File: config.mk
export PLATFORM = sky130hd
export DESIGN_NAME = dma_desc_engine
export DESIGN_NICKNAME = d
export VERILOG_FILES = /design/src/rtl/dma_desc_pkg.sv /design/src/rtl/dma_addr_step.sv /design/src/rtl/dma_beat_pack.sv /design/src/rtl/dma_loop_ctrl.sv /design/src/rtl/dma_desc_engine.sv
export SDC_FILE = /design/constraint.sdc
export NUM_CORES = 1
export LEC_CHECK = 0
export ABC_AREA = 1
export ABC_CLOCK_PERIOD_IN_PS = 4000
export BUFFER_PORTS_ARGS = -buffer_cell sky130_fd_sc_hd__clkbuf_2
export CAP_MARGIN = 20
export CORE_MARGIN = 3
export CORE_UTILIZATION = 53
export CTS_BUF_LIST = sky130_fd_sc_hd__clkbuf_8
export DETAILED_ROUTE_END_ITERATION = 6
export PLACE_DENSITY = 0.79
export SYNTH_ARGS = -nofsm -noshare
export SYNTH_HDL_FRONTEND = slang
export SYNTH_HIERARCHICAL = 1
export SYNTH_SLANG_ARGS = --single-unit
File: constraint.sdc
create_clock -name clk -period 4 [get_ports clk]
set_clock_uncertainty 0.2 [all_clocks]
set_input_delay 0.8 -clock clk [delete_from_list [all_inputs] [get_ports clk]]
set_output_delay 0.8 -clock clk [all_outputs]
set_load 0.01 [all_outputs]
File: src/rtl/dma_desc_pkg.sv
package dma_desc_pkg;
   localparam int unsigned WORD_BYTES = 4;
   localparam int unsigned CODE_W     = 3;

   typedef enum logic [1:0] {
      ST_IDLE  = 2'd0,
      ST_READ  = 2'd1,
      ST_DRAIN = 2'd2,
      ST_WRITE = 2'd3
   } eng_state_e;
endpackage

File: src/rtl/dma_addr_step.sv
module dma_addr_step #(
   parameter int unsigned AW      = 32,
   parameter int unsigned OFF_W   = 16,
   parameter int unsigned WRAP_W  = 5,
   parameter bit          WRAP_EN = 1'b1
) (
   input  logic [AW-1:0]           base_addr,
   input  logic signed [OFF_W-1:0] step,
   input  logic [WRAP_W-1:0]       wrap_bits,
   output logic [AW-1:0]           next_addr
);
   logic [AW-1:0] step_ext;
   logic [AW-1:0] sum;

   assign step_ext = {{(AW-OFF_W){step[OFF_W-1]}}, step};
   assign sum      = base_addr + step_ext;

   generate
      if (WRAP_EN) begin : g_wrap
         logic [AW-1:0] low_mask;
         assign low_mask  = (AW'(1) << wrap_bits) - AW'(1);
         assign next_addr = (wrap_bits == '0) ? sum
                          : ((base_addr & ~low_mask) | (sum & low_mask));
      end else begin : g_linear
         logic unused_wrap;
         assign unused_wrap = ^wrap_bits;
         assign next_addr   = sum;
      end
   endgenerate
endmodule

File: src/rtl/dma_beat_pack.sv
module dma_beat_pack #(
   parameter int unsigned BEATS = 8,
   parameter int unsigned IDX_W = 3
) (
   input  logic                  clk,
   input  logic                  rst_n,
   input  logic                  cap_en,
   input  logic [IDX_W-1:0]      cap_idx,
   input  logic [31:0]           cap_word,
   output logic [BEATS*32-1:0]   packed_data
);
   generate
      for (genvar g = 0; g < BEATS; g++) begin : g_lane
         logic [31:0] lane_q;
         always_ff @(posedge clk or negedge rst_n) begin
            if (!rst_n)
               lane_q <= '0;
            else if (cap_en && (cap_idx == IDX_W'(g)))
               lane_q <= cap_word;
         end
         assign packed_data[g*32 +: 32] = lane_q;
      end
   endgenerate
endmodule

File: src/rtl/dma_loop_ctrl.sv
module dma_loop_ctrl #(
   parameter int unsigned NB_W = 16,
   parameter int unsigned IT_W = 16
) (
   input  logic            clk,
   input  logic            rst_n,
   input  logic            desc_load,
   input  logic [IT_W-1:0] major_init,
   input  logic            arm,
   input  logic            done_clr,
   input  logic            stop_on_major,
   input  logic            minor_start,
   input  logic [NB_W-1:0] minor_bytes,
   input  logic            unit_done,
   input  logic [NB_W-1:0] unit_bytes,
   output logic            minor_end,
   output logic            major_end,
   output logic [IT_W-1:0] major_left,
   output logic            done,
   output logic            req_en
);
   logic [NB_W-1:0] left_q;
   logic [IT_W-1:0] citer_q;
   logic [IT_W-1:0] biter_q;
   logic            done_q;
   logic            req_q;

   assign minor_end  = unit_done && (left_q == unit_bytes);
   assign major_end  = minor_end && (citer_q == IT_W'(1));
   assign major_left = citer_q;
   assign done       = done_q;
   assign req_en     = req_q;

   always_ff @(posedge clk or negedge rst_n) begin
      if (!rst_n) begin
         left_q  <= '0;
         citer_q <= '0;
         biter_q <= '0;
         done_q  <= 1'b0;
         req_q   <= 1'b0;
      end else begin
         if (desc_load) begin
            biter_q <= major_init;
            citer_q <= major_init;
         end else if (major_end) begin
            citer_q <= biter_q;
         end else if (minor_end) begin
            citer_q <= citer_q - IT_W'(1);
         end

         if (minor_start)
            left_q <= minor_bytes;
         else if (unit_done)
            left_q <= left_q - unit_bytes;

         if (major_end)
            done_q <= 1'b1;
         else if (done_clr)
            done_q <= 1'b0;

         if (arm)
            req_q <= 1'b1;
         else if (major_end && stop_on_major)
            req_q <= 1'b0;
      end
   end

   // an intermediate minor loop end counts the major counter down by one
   p_major_dec_r6: assert property (@(posedge clk) disable iff (!rst_n)
      (minor_end && !major_end && !desc_load) |=> (major_left == $past(major_left) - IT_W'(1)));

   // the counter reloads from the initial value at major completion
   p_major_reload_r7: assert property (@(posedge clk) disable iff (!rst_n)
      (major_end && !desc_load) |=> (major_left == biter_q));

   // a self-disarming channel drops its request enable
   p_stop_disarm_r8: assert property (@(posedge clk) disable iff (!rst_n)
      (major_end && stop_on_major && !arm) |=> !req_en);

   // done holds until cleared
   p_done_hold_r10: assert property (@(posedge clk) disable iff (!rst_n)
      (done && !done_clr) |=> done);
endmodule

File: src/rtl/dma_desc_engine.sv
module dma_desc_engine
   import dma_desc_pkg::*;
#(
   parameter int unsigned AW          = 32,
   parameter int unsigned OFF_W       = 16,
   parameter int unsigned NB_W        = 16,
   parameter int unsigned IT_W        = 16,
   parameter int unsigned MAX_CODE    = 5,
   parameter bit          SRC_WRAP_EN = 1'b1,
   localparam int unsigned WRAP_W     = $clog2(AW),
   localparam int unsigned BIDX_W     = MAX_CODE - 2,
   localparam int unsigned MAX_BEATS  = 1 << (MAX_CODE - 2),
   localparam int unsigned DATA_W     = 32 * MAX_BEATS
) (
   input  logic                    clk,
   input  logic                    rst_n,
   input  logic                    desc_load,
   input  logic [AW-1:0]           desc_src_addr,
   input  logic signed [OFF_W-1:0] desc_src_step,
   input  logic [WRAP_W-1:0]       desc_src_wrap,
   input  logic [CODE_W-1:0]       desc_xfer_code,
   input  logic [AW-1:0]           desc_dst_addr,
   input  logic signed [OFF_W-1:0] desc_dst_step,
   input  logic [NB_W-1:0]         desc_minor_bytes,
   input  logic [IT_W-1:0]         desc_major_count,
   input  logic [AW-1:0]           desc_src_last,
   input  logic [AW-1:0]           desc_dst_last,
   input  logic                    desc_stop_on_major,
   input  logic                    arm,
   input  logic                    done_clr,
   input  logic                    xfer_req,
   output logic                    rd_en,
   output logic [AW-1:0]           rd_addr,
   input  logic [31:0]             rd_data,
   output logic                    wr_en,
   output logic [AW-1:0]           wr_addr,
   output logic [DATA_W-1:0]       wr_data,
   output logic [CODE_W-1:0]       wr_code,
   output logic                    busy,
   output logic                    done,
   output logic                    cfg_error,
   output logic                    req_enabled,
   output logic [IT_W-1:0]         major_left,
   output logic [AW-1:0]           src_ptr,
   output logic [AW-1:0]           dst_ptr
);
   // ---------------- elaboration checks ----------------
   generate
      if (MAX_CODE < 3 || MAX_CODE > 7) begin : g_chk_code
         $error("MAX_CODE must lie in 3..7");
      end
      if (OFF_W >= AW) begin : g_chk_off
         $error("OFF_W must be narrower than AW");
      end
      if (OFF_W < MAX_CODE + 2) begin : g_chk_beat
         $error("OFF_W too narrow for beat offsets");
      end
      if (NB_W <= MAX_CODE) begin : g_chk_nb
         $error("NB_W must exceed MAX_CODE");
      end
   endgenerate

   // ---------------- descriptor storage ----------------
   eng_state_e              state_q;
   logic [AW-1:0]           src_q, dst_q;
   logic signed [OFF_W-1:0] sstep_q, dstep_q;
   logic [WRAP_W-1:0]       wrap_q;
   logic [CODE_W-1:0]       code_q;
   logic [NB_W-1:0]         nbytes_q;
   logic [AW-1:0]           slast_q, dlast_q;
   logic                    stop_q;
   logic                    err_q;
   logic [BIDX_W-1:0]       beat_q;
   logic                    cap_en_q;
   logic [BIDX_W-1:0]       cap_idx_q;

   logic idle, load_ok, accept, bad_desc, start_ok;
   logic minor_end, major_end, unit_done, req_en;

   assign idle    = (state_q == ST_IDLE);
   assign load_ok = desc_load && idle;
   assign accept  = idle && xfer_req && req_en;

   // ---------------- descriptor validation ----------------
   logic          code_ok;
   logic [AW-1:0] size_m1;
   logic [AW-1:0] sstep_ext, dstep_ext;

   assign code_ok   = (code_q >= CODE_W'(2)) && (code_q <= CODE_W'(MAX_CODE));
   assign size_m1   = (AW'(1) << code_q) - AW'(1);
   assign sstep_ext = {{(AW-OFF_W){sstep_q[OFF_W-1]}}, sstep_q};
   assign dstep_ext = {{(AW-OFF_W){dstep_q[OFF_W-1]}}, dstep_q};

   assign bad_desc = !code_ok
                  || ((src_q     & size_m1) != '0)
                  || ((dst_q     & size_m1) != '0)
                  || ((sstep_ext & size_m1) != '0)
                  || ((dstep_ext & size_m1) != '0)
                  || ((slast_q   & size_m1) != '0)
                  || ((dlast_q   & size_m1) != '0)
                  || (nbytes_q == '0)
                  || ((nbytes_q & size_m1[NB_W-1:0]) != '0)
                  || (major_left == '0);

   assign start_ok = accept && !bad_desc;

   // ---------------- address generation ----------------
   logic signed [OFF_W-1:0] beat_off;
   logic [AW-1:0]           src_next, dst_next;

   assign beat_off = $signed(OFF_W'({beat_q, 2'b00}));

   dma_addr_step #(.AW(AW), .OFF_W(OFF_W), .WRAP_W(WRAP_W), .WRAP_EN(SRC_WRAP_EN)) u_beat_addr (
      .base_addr (src_q),
      .step      (beat_off),
      .wrap_bits (wrap_q),
      .next_addr (rd_addr)
   );

   dma_addr_step #(.AW(AW), .OFF_W(OFF_W), .WRAP_W(WRAP_W), .WRAP_EN(SRC_WRAP_EN)) u_src_step (
      .base_addr (src_q),
      .step      (sstep_q),
      .wrap_bits (wrap_q),
      .next_addr (src_next)
   );

   dma_addr_step #(.AW(AW), .OFF_W(OFF_W), .WRAP_W(WRAP_W), .WRAP_EN(1'b0)) u_dst_step (
      .base_addr (dst_q),
      .step      (dstep_q),
      .wrap_bits (WRAP_W'(0)),
      .next_addr (dst_next)
   );

   // ---------------- beat assembly ----------------
   dma_beat_pack #(.BEATS(MAX_BEATS), .IDX_W(BIDX_W)) u_pack (
      .clk         (clk),
      .rst_n       (rst_n),
      .cap_en      (cap_en_q),
      .cap_idx     (cap_idx_q),
      .cap_word    (rd_data),
      .packed_data (wr_data)
   );

   // ---------------- loop counters ----------------
   logic [NB_W-1:0]   unit_bytes;
   logic [BIDX_W-1:0] beat_last;

   assign unit_bytes = NB_W'(1) << code_q;
   assign beat_last  = BIDX_W'((32'd1 << (code_q - CODE_W'(2))) - 32'd1);
   assign unit_done  = (state_q == ST_WRITE);

   dma_loop_ctrl #(.NB_W(NB_W), .IT_W(IT_W)) u_loops (
      .clk           (clk),
      .rst_n         (rst_n),
      .desc_load     (load_ok),
      .major_init    (desc_major_count),
      .arm           (arm),
      .done_clr      (done_clr),
      .stop_on_major (stop_q),
      .minor_start   (start_ok),
      .minor_bytes   (nbytes_q),
      .unit_done     (unit_done),
      .unit_bytes    (unit_bytes),
      .minor_end     (minor_end),
      .major_end     (major_end),
      .major_left    (major_left),
      .done          (done),
      .req_en        (req_en)
   );

   // ---------------- sequencer ----------------
   always_ff @(posedge clk or negedge rst_n) begin
      if (!rst_n) begin
         state_q   <= ST_IDLE;
         src_q     <= '0;
         dst_q     <= '0;
         sstep_q   <= '0;
         dstep_q   <= '0;
         wrap_q    <= '0;
         code_q    <= '0;
         nbytes_q  <= '0;
         slast_q   <= '0;
         dlast_q   <= '0;
         stop_q    <= 1'b0;
         err_q     <= 1'b0;
         beat_q    <= '0;
         cap_en_q  <= 1'b0;
         cap_idx_q <= '0;
      end else begin
         cap_en_q  <= rd_en;
         cap_idx_q <= beat_q;
         unique case (state_q)
            ST_IDLE: begin
               beat_q <= '0;
               if (load_ok) begin
                  src_q    <= desc_src_addr;
                  dst_q    <= desc_dst_addr;
                  sstep_q  <= desc_src_step;
                  dstep_q  <= desc_dst_step;
                  wrap_q   <= desc_src_wrap;
                  code_q   <= desc_xfer_code;
                  nbytes_q <= desc_minor_bytes;
                  slast_q  <= desc_src_last;
                  dlast_q  <= desc_dst_last;
                  stop_q   <= desc_stop_on_major;
                  err_q    <= 1'b0;
               end else if (accept) begin
                  if (bad_desc) err_q <= 1'b1;
                  else          state_q <= ST_READ;
               end
            end
            ST_READ: begin
               if (beat_q == beat_last) state_q <= ST_DRAIN;
               else                     beat_q  <= beat_q + BIDX_W'(1);
            end
            ST_DRAIN: state_q <= ST_WRITE;
            ST_WRITE: begin
               beat_q  <= '0;
               src_q   <= major_end ? (src_next + slast_q) : src_next;
               dst_q   <= major_end ? (dst_next + dlast_q) : dst_next;
               state_q <= minor_end ? ST_IDLE : ST_READ;
            end
            default: state_q <= ST_IDLE;
         endcase
      end
   end

   assign rd_en       = (state_q == ST_READ);
   assign wr_en       = (state_q == ST_WRITE);
   assign wr_addr     = dst_q;
   assign wr_code     = code_q;
   assign busy        = !idle;
   assign cfg_error   = err_q;
   assign req_enabled = req_en;
   assign src_ptr     = src_q;
   assign dst_ptr     = dst_q;

   // ---------------- assertions ----------------
   logic [AW-1:0] frozen_mask;
   assign frozen_mask = ~((AW'(1) << wrap_q) - AW'(1));

   // every source read is a 32-bit word access
   p_rd_word_r2: assert property (@(posedge clk) disable iff (!rst_n)
      rd_en |-> (rd_addr[1:0] == 2'b00));

   // a write stands alone between read bursts
   p_single_write_r2: assert property (@(posedge clk) disable iff (!rst_n)
      wr_en |=> !wr_en);

   // reads stay inside the frozen upper window
   p_wrap_window_r4: assert property (@(posedge clk) disable iff (!rst_n)
      (rd_en && SRC_WRAP_EN && (wrap_q != '0)) |->
         ((rd_addr & frozen_mask) == (src_ptr & frozen_mask)));

   // destination writes are aligned to the unit size
   p_wr_align_r9: assert property (@(posedge clk) disable iff (!rst_n)
      wr_en |-> ((wr_addr & size_m1) == '0));

   // a rejected descriptor starts no transfer
   p_err_no_move_r9: assert property (@(posedge clk) disable iff (!rst_n)
      $rose(cfg_error) |-> (!rd_en && !wr_en && !busy));
endmodule

==> out/qor.txt <==
status - complete, no violations
Worst Hold Endpoint - dlast_q[16]
synthesized area per cell - 6.47 sq um
nets@finish - 6932
final worst slack - 0.0389 ns
largest cells by area after synthesis - dfrtp_1 34%, nand2_1 24%, ha_1 6.3%, nor2_1 5.8%, nand3_1 5.6%
final hold slack - 0.0489 ns
largest net degree at the start of global routing - 131
startpoint type of the worst setup path - register
HP Start - desc_dst_last[16]
Layout area overhead - 23.8%
clock latency on the worst-skew pair - 0.74 ns
synthesized area - 36800 sq um
Slew Limit Fails - 0
Die Y - 270 um
Post-Route WL - 151 mm
CP endpoint kind - output pin
Final period util - 0.990
GP Congestion - 1.00
MaxCap Viol Count - 0
Top FF cell, synth - dfrtp_1
Root Driver - clkbuf_8
CTS tree - built
Die Area - 72700 sq um
Clock Path Buffers - 3
Synth top cells by count - 2321 x nand2_1, 567 x nor2_1, 537 x inv_1
I/O pin count - 648
critical path data required time - 3.00 ns
Multi-input gate area - 22400 sq um
Hold Path Class - input pin to register
# port buffers - 647
row count - 96
Critical Path Fanout Max - 12
ys async rst share - 1.00
First-pass DRT Iterations - 6
Slew HR - 0.264
Synth Warn # - 6
Mapped Cells - 5693
endpoints failing setup - 0
Layout fillers - 6335
RSZ-0062 raised after global routing - yes
CTS H-tree lvls - 3
Post-synth EDFFs - 0
DRT iter0 DRCs - 4714
Yosys top cell by area - dfrtp_1
GRT Util Overall - 0.399
Final HPWL DP - 116 mm
post-route ant nets - 0
Achievable Freq - 0.252 GHz
Congestion Overflow GR - 0
first-pass GRT wire length - 227 mm
worst slew pin tran - 1.10 ns
DR DRC count - 0
RR Startpoint - wrap_q[1]
Wirelength per Cell - 20.1 um
Die W - 270 um
Critical Path AT - 2.96 ns
count leader, synth - nand2_1
utilization after layout - 0.664
RR Endpoint - src_ptr[17]
reg2reg setup slack - 0.16 ns
post-synth top area share - 0.340
min Tclk post-route - 3.96 ns
Fin Setup TNS - 0 ns
Yosys cell types - 58
reg2reg path depth - 24
WS Path Type - register to output pin
CTS buffer count - 87
register area - 12500 sq um
Sink Count - 501
drt via density - 5.54
#FFs+latches synth - 501
Final Hold Fails - 0
vias in the first global route - 38534
Place WS - -0.122 ns
Initial Util - 0.536
sequential area share after synthesis - 0.340
Critical Path Source - wrap_q[3]
core area - 68700 sq um
share of layout cells above drive strength 1 - 0.219
CTS clk-pin slew, worst paths - 0.07 ns
cell depth of the worst min-delay path - 3
DR vias - 41631
initial antenna violation count - 9
kinds of logic after synthesis:
kind of cell,after synthesis,synth area share
simple gates,3552,0.397
buf+inv,797,0.0894
compound gates,544,0.0816
flops,501,0.340
fa+ha+maj,192,0.0664
xor+xnor,100,0.0238
mux,6,0.00170
other cells,1,0.000102
sequential cells by signal, summed over array words and instances (netlist names), 5 cells and up:
signal	count
u_pack/g_lane.lane_q	256
dlast_q	32
dst_ptr	32
slast_q	32
src_ptr	32
dstep_q	16
nbytes_q	16
sstep_q	16
u_loops/biter_q	16
u_loops/left_q	16
u_loops/major_left	16
wrap_q	5
area by class of cell:
class	instances	area share
well taps	931	0.0255
repair buffers	914	0.120
flip-flops and latches	501	0.275
clock buffers	103	0.0311
diodes	9	0.000494
clock inverters	54	0.00987
inverters	564	0.0469
multi-input cells	4433	0.491
through the flow:
| stage | area [sq um] | std cells |
|---|---|---|
| final | 45600 | 7509 |
| after global routing | 45600 | 7508 |
| after CTS | 44300 | 7473 |
| after detailed placement | 42100 | 7302 |
| after global placement | 42100 | 7302 |
| after floorplan | 37000 | 5731 |
how the worst max path moves through the flow:
stage | endpoint | slack [ns] | cells after the start
after floorplan | src_ptr[16] | 0.06 | 26
after global placement | src_ptr[30] | -0.15 | 20
after detailed placement | src_ptr[30] | -0.12 | 21
after CTS | src_ptr[30] | 0.0004 | 26
after global routing | rd_addr[19] | -0.10 | 15
final | rd_addr[2] | 0.04 | 10
metal layers:
| layer | vias to the layer above | share of wire | GRT usage |
|---|---|---|---|
| met5 | - | 0.000086 | 0 |
| met3 | 419 | 0.097 | 0.0650 |
| met4 | 2 | 0.058 | 0.204 |
| li1 | 19595 | - | - |
| met1 | 19281 | 0.41 | 0.546 |
| met2 | 2334 | 0.43 | 0.612 |
cells in the final DEF (no fill, tap or decap), drive strengths merged, types with 6 or more instances in the layout:
cell type and instances:
diode 9, dfrtp 501, nor3 42, fa 6, buf 265, a22oi 10
o21a 6, xnor2 46, conb 39, inv 588, nor4 7, o211ai 19
nand3 424, a21o 9, or2 15, clkbuf 748, nand4 88, o21ai 147
ha 186, xor2 54, o21bai 22, clkinv 24, nor2 596, nand3b 21
nand2 2352, a21oi 314
critical path: stages, from the launching register on:
cell and delay (ns):
dfrtp_1 0.42, buf_12 0.15, inv_4 0.07, buf_4 0.19
nand4_1 0.17, ha_2 0.26, buf_4 0.14, buf_4 0.13
o21ai_0 0.19, mux2_2 0.37, clkbuf_2 0.13
timing repair:
action,in CTS,in global routing
resized for setup,48,284
pin swaps,6,34
hold buffers,4,0
endpoints found under the setup margin,30,55
endpoints found under the hold margin,62,0
buffers inserted,10,26
Power is not shown: default switching activity piles up to over one toggle a cycle in this logic, so the estimate is an artifact.
